`config.mk`:
```
export PLATFORM = sky130hd
export DESIGN_NAME = phy_init_seq
export DESIGN_NICKNAME = d
export VERILOG_FILES = /design/src/rtl/phy_init_pkg.sv /design/src/rtl/phy_init_steps.sv /design/src/rtl/phy_init_timer.sv /design/src/rtl/phy_init_port.sv /design/src/rtl/phy_init_seq.sv
export SDC_FILE = /design/constraint.sdc
export NUM_CORES = 1
export LEC_CHECK = 0
export BUFFER_PORTS_ARGS = -buffer_cell sky130_fd_sc_hd__clkbuf_2
export CORE_MARGIN = 1
export CORE_UTILIZATION = 35
export CTS_CLUSTER_SIZE = 28
export DETAILED_ROUTE_END_ITERATION = 7
export PLACE_DENSITY = 0.55
export REMOVE_ABC_BUFFERS = 1
export SYNTH_ARGS = -nofsm -noshare
export SYNTH_HDL_FRONTEND = slang
export SYNTH_SLANG_ARGS = --single-unit
export TNS_END_PERCENT = 20
```
`constraint.sdc`:
```
create_clock -name clk -period 4.7 [get_ports clk]
set_input_delay 0.47 -clock clk [delete_from_list [all_inputs] [get_ports clk]]
set_output_delay 0.47 -clock clk [all_outputs]
set_load 0.01 [all_outputs]
```
`src/rtl/phy_init_pkg.sv`:
```
// Package: shared widths, step encoding and the fixed power-up step list.
// Assumes an 8-bit register address and data path on the PHY side.
package phy_init_pkg;

    localparam int ADDR_W    = 8;
    localparam int DATA_W    = 8;
    localparam int NUM_STEPS = 13;

    typedef enum logic [1:0] {
        K_RMW   = 2'd0,   // read, OR in bits, write back
        K_POLL  = 2'd1,   // read until any masked bit is set
        K_WRITE = 2'd2    // plain write of the bits field
    } step_kind_t;

    typedef struct packed {
        step_kind_t          kind;
        logic [ADDR_W-1:0]   addr;
        logic [DATA_W-1:0]   bits;
    } step_t;

    // Step list; the order is the required bring-up order.
    function automatic step_t step_at(input int idx);
        step_t s;
        case (idx)
            0:       s = '{K_RMW,   8'h01, 8'h42};  // pad power + retention
            1:       s = '{K_RMW,   8'h02, 8'h02};  // resistor trim enable
            2:       s = '{K_POLL,  8'h03, 8'h10};  // calibration complete
            3:       s = '{K_RMW,   8'h06, 8'h03};  // cmd + strobe receivers
            4:       s = '{K_RMW,   8'h08, 8'h02};  // cmd pull-up
            5:       s = '{K_RMW,   8'h20, 8'h01};  // cmd driver
            6:       s = '{K_RMW,   8'h07, 8'hFF};  // data receivers
            7:       s = '{K_RMW,   8'h09, 8'hFF};  // data pull-ups
            8:       s = '{K_RMW,   8'h21, 8'hFF};  // data drivers
            9:       s = '{K_RMW,   8'h22, 8'h01};  // strobe driver
            10:      s = '{K_RMW,   8'h23, 8'h01};  // clock driver
            11:      s = '{K_RMW,   8'h0F, 8'h07};  // widest clock buffer
            default: s = '{K_WRITE, 8'h11, 8'h04};  // legacy timing mode
        endcase
        return s;
    endfunction

endpackage

```
`src/rtl/phy_init_steps.sv`:
```
// Module: step lookup. Maps a step index to its kind, address and bit field,
// and flags the final step. Purely combinational; assumes idx < NUM_STEPS.
module phy_init_steps
    import phy_init_pkg::*;
#(
    parameter int IDX_W = $clog2(NUM_STEPS)
) (
    input  logic [IDX_W-1:0] idx,
    output step_t            step,
    output logic             last
);

    // Decode the current step from the package list.
    always_comb begin
        step = step_at(int'(idx));
        last = (int'(idx) == NUM_STEPS - 1);
    end

endmodule

```
`src/rtl/phy_init_timer.sv`:
```
// Module: saturating window timer. Restarts on clr and flags expiry after
// LIMIT cycles. Assumes LIMIT >= 1.
module phy_init_timer #(
    parameter int LIMIT = 12500
) (
    input  logic clk,
    input  logic rst_n,
    input  logic clr,
    output logic expired
);

    localparam int CW = $clog2(LIMIT + 1);

    logic [CW-1:0] cnt;

    // Count up from clear, stopping at the limit.
    always_ff @(posedge clk) begin
        if (!rst_n || clr) begin
            cnt <= '0;
        end else if (cnt != CW'(LIMIT)) begin
            cnt <= cnt + 1'b1;
        end
    end

    // Window is exhausted once the limit is reached.
    always_comb expired = (cnt == CW'(LIMIT));

endmodule

```
`src/rtl/phy_init_port.sv`:
```
// Module: indirect-access master. Latches one access on start, holds the
// request until acknowledge or until ACK_CYCLES elapse, then pulses fin or
// fail for one cycle. Assumes start is only raised while idle.
module phy_init_port
    import phy_init_pkg::*;
#(
    parameter int ACK_CYCLES = 64
) (
    input  logic              clk,
    input  logic              rst_n,
    input  logic              start,
    input  logic              we_in,
    input  logic [ADDR_W-1:0] addr_in,
    input  logic [DATA_W-1:0] wdata_in,
    output logic              fin,
    output logic              fail,
    output logic [DATA_W-1:0] rdata,
    output logic              phy_req,
    output logic              phy_we,
    output logic [ADDR_W-1:0] phy_addr,
    output logic [DATA_W-1:0] phy_wdata,
    input  logic              phy_ack,
    input  logic [DATA_W-1:0] phy_rdata
);

    localparam int CW = $clog2(ACK_CYCLES + 1);

    logic          busy;
    logic [CW-1:0] cnt;

    // Run one access: latch, wait for acknowledge, or give up.
    always_ff @(posedge clk) begin
        if (!rst_n) begin
            busy      <= 1'b0;
            cnt       <= '0;
            fin       <= 1'b0;
            fail      <= 1'b0;
            rdata     <= '0;
            phy_we    <= 1'b0;
            phy_addr  <= '0;
            phy_wdata <= '0;
        end else begin
            fin  <= 1'b0;
            fail <= 1'b0;
            if (!busy) begin
                if (start) begin
                    busy      <= 1'b1;
                    cnt       <= '0;
                    phy_we    <= we_in;
                    phy_addr  <= addr_in;
                    phy_wdata <= wdata_in;
                end
            end else if (phy_ack) begin
                busy  <= 1'b0;
                fin   <= 1'b1;
                rdata <= phy_rdata;
            end else if (cnt == CW'(ACK_CYCLES - 1)) begin
                busy <= 1'b0;
                fail <= 1'b1;
            end else begin
                cnt <= cnt + 1'b1;
            end
        end
    end

    // The request is the busy flag itself.
    always_comb phy_req = busy;

    // address, direction and data hold while a request waits.
    p_req_stable_r2: assert property (@(posedge clk) disable iff (!rst_n)
        (phy_req && !phy_ack) |=> ($stable(phy_addr) && $stable(phy_we) && $stable(phy_wdata)))
        else $error("request fields changed while pending");

    // an acknowledged request is dropped in the next cycle.
    p_req_gap_r2: assert property (@(posedge clk) disable iff (!rst_n)
        (phy_req && phy_ack) |=> !phy_req)
        else $error("request still high after acknowledge");

endmodule

```
`src/rtl/phy_init_seq.sv`:
```
// Module: power-up sequencer top. Steps through the fixed list: RMW steps
// read then write back with bits ORed in, the poll step re-reads until a
// masked bit is set within POLL_CYCLES, the final step is a plain write.
// Any timeout ends in a sticky error; full success ends in a sticky done.
// Assumes the PHY acknowledges for one cycle, only while requested.
module phy_init_seq
    import phy_init_pkg::*;
#(
    parameter int ACK_CYCLES  = 64,
    parameter int POLL_CYCLES = 12500
) (
    input  logic              clk,
    input  logic              rst_n,
    output logic              phy_req,
    output logic              phy_we,
    output logic [ADDR_W-1:0] phy_addr,
    output logic [DATA_W-1:0] phy_wdata,
    input  logic              phy_ack,
    input  logic [DATA_W-1:0] phy_rdata,
    output logic              init_done,
    output logic              init_err
);

    localparam int IDX_W = $clog2(NUM_STEPS);

    typedef enum logic [2:0] {
        S_FETCH, S_RD_GO, S_RD_WAIT, S_WR_GO, S_WR_WAIT, S_ADV, S_DONE, S_ERR
    } state_t;

    state_t            state;
    logic [IDX_W-1:0]  idx;
    logic [DATA_W-1:0] wbuf;
    step_t             step;
    logic              last;
    logic              start;
    logic              acc_we;
    logic              fin;
    logic              fail;
    logic [DATA_W-1:0] rdata;
    logic              poll_expired;
    logic              poll_hit;

    phy_init_steps #(.IDX_W(IDX_W)) u_steps (
        .idx  (idx),
        .step (step),
        .last (last)
    );

    phy_init_port #(.ACK_CYCLES(ACK_CYCLES)) u_port (
        .clk       (clk),
        .rst_n     (rst_n),
        .start     (start),
        .we_in     (acc_we),
        .addr_in   (step.addr),
        .wdata_in  (wbuf),
        .fin       (fin),
        .fail      (fail),
        .rdata     (rdata),
        .phy_req   (phy_req),
        .phy_we    (phy_we),
        .phy_addr  (phy_addr),
        .phy_wdata (phy_wdata),
        .phy_ack   (phy_ack),
        .phy_rdata (phy_rdata)
    );

    phy_init_timer #(.LIMIT(POLL_CYCLES)) u_poll_timer (
        .clk     (clk),
        .rst_n   (rst_n),
        .clr     (state == S_FETCH),
        .expired (poll_expired)
    );

    // Access launch controls and the poll completion test.
    always_comb begin
        start    = (state == S_RD_GO) || (state == S_WR_GO);
        acc_we   = (state == S_WR_GO);
        poll_hit = |(rdata & step.bits);
    end

    // Step sequencing state machine.
    always_ff @(posedge clk) begin
        if (!rst_n) begin
            state <= S_FETCH;
            idx   <= '0;
            wbuf  <= '0;
        end else begin
            unique case (state)
                S_FETCH: begin
                    if (step.kind == K_WRITE) begin
                        wbuf  <= step.bits;
                        state <= S_WR_GO;
                    end else begin
                        state <= S_RD_GO;
                    end
                end
                S_RD_GO:   state <= S_RD_WAIT;
                S_RD_WAIT: begin
                    if (fail) begin
                        state <= S_ERR;
                    end else if (fin) begin
                        if (step.kind == K_POLL) begin
                            if (poll_hit)          state <= S_ADV;
                            else if (poll_expired) state <= S_ERR;
                            else                   state <= S_RD_GO;
                        end else begin
                            wbuf  <= rdata | step.bits;
                            state <= S_WR_GO;
                        end
                    end
                end
                S_WR_GO:   state <= S_WR_WAIT;
                S_WR_WAIT: begin
                    if (fail)     state <= S_ERR;
                    else if (fin) state <= S_ADV;
                end
                S_ADV: begin
                    if (last) begin
                        state <= S_DONE;
                    end else begin
                        idx   <= idx + 1'b1;
                        state <= S_FETCH;
                    end
                end
                S_DONE:  state <= S_DONE;
                default: state <= S_ERR;
            endcase
        end
    end

    // Outcome flags, held by the terminal states.
    always_comb begin
        init_done = (state == S_DONE);
        init_err  = (state == S_ERR);
    end

    // reset clears request and outcome flags.
    p_reset_quiet_r1: assert property (@(posedge clk)
        !rst_n |=> (!phy_req && !init_done && !init_err))
        else $error("outputs active after reset");

    // success and failure are exclusive.
    p_excl_r9: assert property (@(posedge clk) disable iff (!rst_n)
        !(init_done && init_err))
        else $error("done and error both set");

    // done is sticky.
    p_done_sticky_r9: assert property (@(posedge clk) disable iff (!rst_n)
        init_done |=> init_done)
        else $error("done dropped");

    // error is sticky.
    p_err_sticky_r9: assert property (@(posedge clk) disable iff (!rst_n)
        init_err |=> init_err)
        else $error("error dropped");

    // no request once the sequence has ended.
    p_quiet_after_end_r7: assert property (@(posedge clk) disable iff (!rst_n)
        (init_done || init_err) |-> !phy_req)
        else $error("request after sequence end");

endmodule

```
==> summary.md <==
| Metric | Value |
|---|---|
| Status | `complete, no violations` |
| Synth Instances | `390` |
| Clock buffer depth | `2` |
| Final min period | `~2.6 ns` |
| Synth Area in Adders | `~4.4%` |
| Post-synthesis compound-gate area fraction | `roughly 15%` |
| DIE WIDTH | `99.7 microns` |
| Synth Area per Inst | `between 8 and 9 sq um` |
| DIE AREA | `a little under 10000 sq um` |
| R2r endpoint | `u_steps.step[2]` |
| CTS tree | `done` |
| Clk root buf | `clkbuf_8` |
| Total congestion overflow | `0` |
| Finished Layout Cells | `545` |
| Post-synthesis sequential area ratio | `between 40% and 50%` |
| Commonest cells after routing, fill and taps aside | `dfxtp_1 (75), nand2_1 (56), nor2_1 (47)` |
| R2R Path Start | `state[2]` |
| Distinct cell type count after synthesis | `56` |
| DRT Pass-1 Iters | `4` |
| H-tree lvl count | `3` |
| Initial core utilization | `around 36%` |
| Clock Skew | `0.00902 ns` |
| Lkg Pwr | `approximately 0.0014 uW` |
| Netlist Area Pre-Place | `approximately 3300 sq um` |
| Mux share of post-synthesis cell area | `around 3.7%` |
| Crit path DAT | `~2.8 ns` |
| Max Cap Viol | `0` |
| Clk_lat worst skew | `0.35 ns` |
| Final setup viols | `0` |
| Element type at the critical path end | `flip-flop` |
| RD Place Congestion | `0.804` |
| Hold Buf Count CTS | `0` |
| Die height | `99.7 microns` |
| Cells after DPL | `between 500 and 600` |
| Nets | `between 400 and 500` |
| CTS Buf Count | `9` |
| Setup bufs post-CTS | `0` |
| Register area | `between 1500 and 2000 sq um` |
| GRT Overall Usage | `about 15%` |
| Asr flop ratio synth | `0%` |
| Commonest non-fill, non-tap cell in the layout | `dfxtp_1` |
| Synth warn | `0` |
| Initial antenna violation count | `0` |
| Area of the core | `around 9000 sq um` |
| Via Count | `about 2.7k` |
| Filler cells | `~940` |
| Req. time, crit path | `a little under 5 ns` |
| Setup_tns | `0 ns` |
| Highest clock rate | `between 0.3 and 0.4 GHz` |
| Largest net degree at the start of global routing | `41` |
| Kind of critical path | `flip-flop to flip-flop` |
| Global-route wire length before repair | `about 12000 microns` |
| DP Wirelength | `about 4700 microns` |
| Final Hold Vio Count | `0` |
| Setup crit end | `u_steps.step[2]` |
| Startpoint types | `flip-flop` |
| Synth Area in XOR/XNOR | `under 10%` |
| Slew Limit Headroom | `41.0%` |
| Synthesis-stage register bit count | `75` |
| Vias per cell | `4.88` |
| Post-route ant nets | `0` |
| Critical path origin | `state[2]` |
| Layout cells sized above 1 | `roughly 15%` |
| Slew @ Worst Pin | `approximately 0.89 ns` |
| Routed len/inst | `around 12 microns` |
| Power Dens Cells | `~430 nW/um^2` |
| Worst reg-to-reg setup slack | `2.14 ns` |
| DRT iter0 DRCs | `between 150 and 200` |
| Worst hold stages | `3` |
| Syn-to-layout area delta | `13.5%` |
| Simple-Gate Fraction of Synth Area | `22.8%` |
| # clock sinks | `75` |
| Antenna diodes | `0` |
| Max Slew Vio Count | `0` |
| Multi-input gate area | `approximately 1700 sq um` |
| CTS resizes | `0` |
| Number of global-route vias before repair | `2459` |
| Primary FF master, synth | `dfxtp_1` |
| RSZ-0062 raised after global routing | `false` |
| Final instance area | `around 3800 sq um` |
| Routed Wire Length | `6780 microns` |
| Area after DPL | `between 3000 and 4000 sq um` |
| Post-synth EDFFs | `0` |
| Maximum VDD drop | `roughly 0.16 mV` |
| Clock transition at path regs | `0.08 ns` |
| DRC | `0` |
| Hold Path Class | `input port to flip-flop` |
| Largest family of logic cells by synthesized area | `simple AND/OR/NAND/NOR gates` |
| CP max FO | `13` |
| Final Cycle Share | `54.4%` |
| I/O pin cnt | `31` |
| PortBufs | `28` |
| FF-to-FF path depth | `7` |
| # rows | `35` |
area by class of cell:
type | instances | area share, %
flip-flops and latches | 75 | 39.6
well taps | 129 | 4.26
clock buffers | 10 | 3.63
repair buffers | 29 | 3.90
clock inverters | 6 | 2.54
inverters | 16 | 1.58
multi-input cells | 280 | 44.5
state kept, by name, indices dropped and copies added, names as in the netlist:
name,cells
u_poll_timer.cnt,14
u_steps.step,13
u_port.phy_wdata,8
u_port.rdata,8
wbuf,8
u_port.cnt,7
u_port.phy_addr,6
idx,4
state,3
u_port.fail,1
u_port.fin,1
u_port.phy_req,1
u_port.phy_we,1
metal layers:
layer  up-vias  track usage, %  wire length (microns)
met2        30            23.4                   3100
met3         8            3.23                    165
met1      1235            19.7                   3420
met5         -               0                      0
met4         0            5.77                     95
li1       1386               -                      -
through the flow:
stage	utilization, %	power [uW]	hold WS [ns]	setup slack (ns)
after floorplan	-	979	0.417	2.51
after global placement	38.5	1070	0.431	2.07
after detailed placement	38.5	1080	0.427	2.00
after CTS	41.0	1660	0.335	2.18
after global routing	41.0	1740	0.349	1.94
final	41.0	1630	0.349	2.14
worst min path at each step:
stage                     slack [ns]                 end        startpoint
after floorplan                 0.42  u_port.phy_addr[0]   u_steps.step[8]
after global placement          0.43  u_port.phy_addr[2]  u_steps.step[10]
after detailed placement        0.43  u_port.phy_addr[2]  u_steps.step[10]
after CTS                       0.33     u_port.rdata[7]      phy_rdata[7]
after global routing            0.35     u_port.rdata[5]      phy_rdata[5]
final                           0.35     u_port.rdata[7]      phy_rdata[7]
kinds of logic after synthesis:
kind of cell / Yosys count
muxes: 10
adders and majority gates: 12
other: 1
DFF: 75
AOI/OAI and AO/OA: 79
and+or+nand+nor: 162
buffers and inverters: 36
xor gates and xnor gates: 15
report_power, final:
group	leakage, uW	internal, uW	switching [uW]
combinational	0.000676	112	186
sequential	0.000607	694	69.6
clock	0.000115	320	252
total	0.00140	1130	508
cells in the mapped netlist, types with 2 or more instances:
master | n | area, sq um
dfxtp_1 | 75 | 1500
nand2_1 | 56 | 210
nor2_1 | 47 | 176
a21oi_1 | 40 | 200
nand3_1 | 25 | 125
clkbuf_1 | 12 | 45.0
ha_1 | 11 | 138
inv_1 | 11 | 41.3
xnor2_1 | 11 | 96.3
and3_1 | 9 | 56.3
a211oi_1 | 8 | 60.1
o21ai_1 | 8 | 40.0
buf_2 | 5 | 25.0
inv_2 | 5 | 18.8
a31oi_1 | 4 | 25.0
and2_1 | 4 | 25.0
mux2i_1 | 4 | 40.0
xor2_1 | 4 | 35.0
nand2b_1 | 3 | 18.8
nand4_1 | 3 | 18.8
nor3_1 | 3 | 15.0
a211oi_2 | 2 | 25.0
a22oi_1 | 2 | 15.0
and4_1 | 2 | 17.5
buf_4 | 2 | 15.0
mux2_1 | 2 | 22.5
o2bb2ai_1 | 2 | 17.5
o31ai_1 | 2 | 15.0
critical path: stages (launching register included):
cell	delay (ns)
dfxtp_1	0.65
and2b_4	0.25
and3_1	0.35
mux2i_2	0.44
inv_1	0.16
ha_1	0.34
o21ai_1	0.14
o21ai_1	0.09
Power figures use the tool's default switching activity.
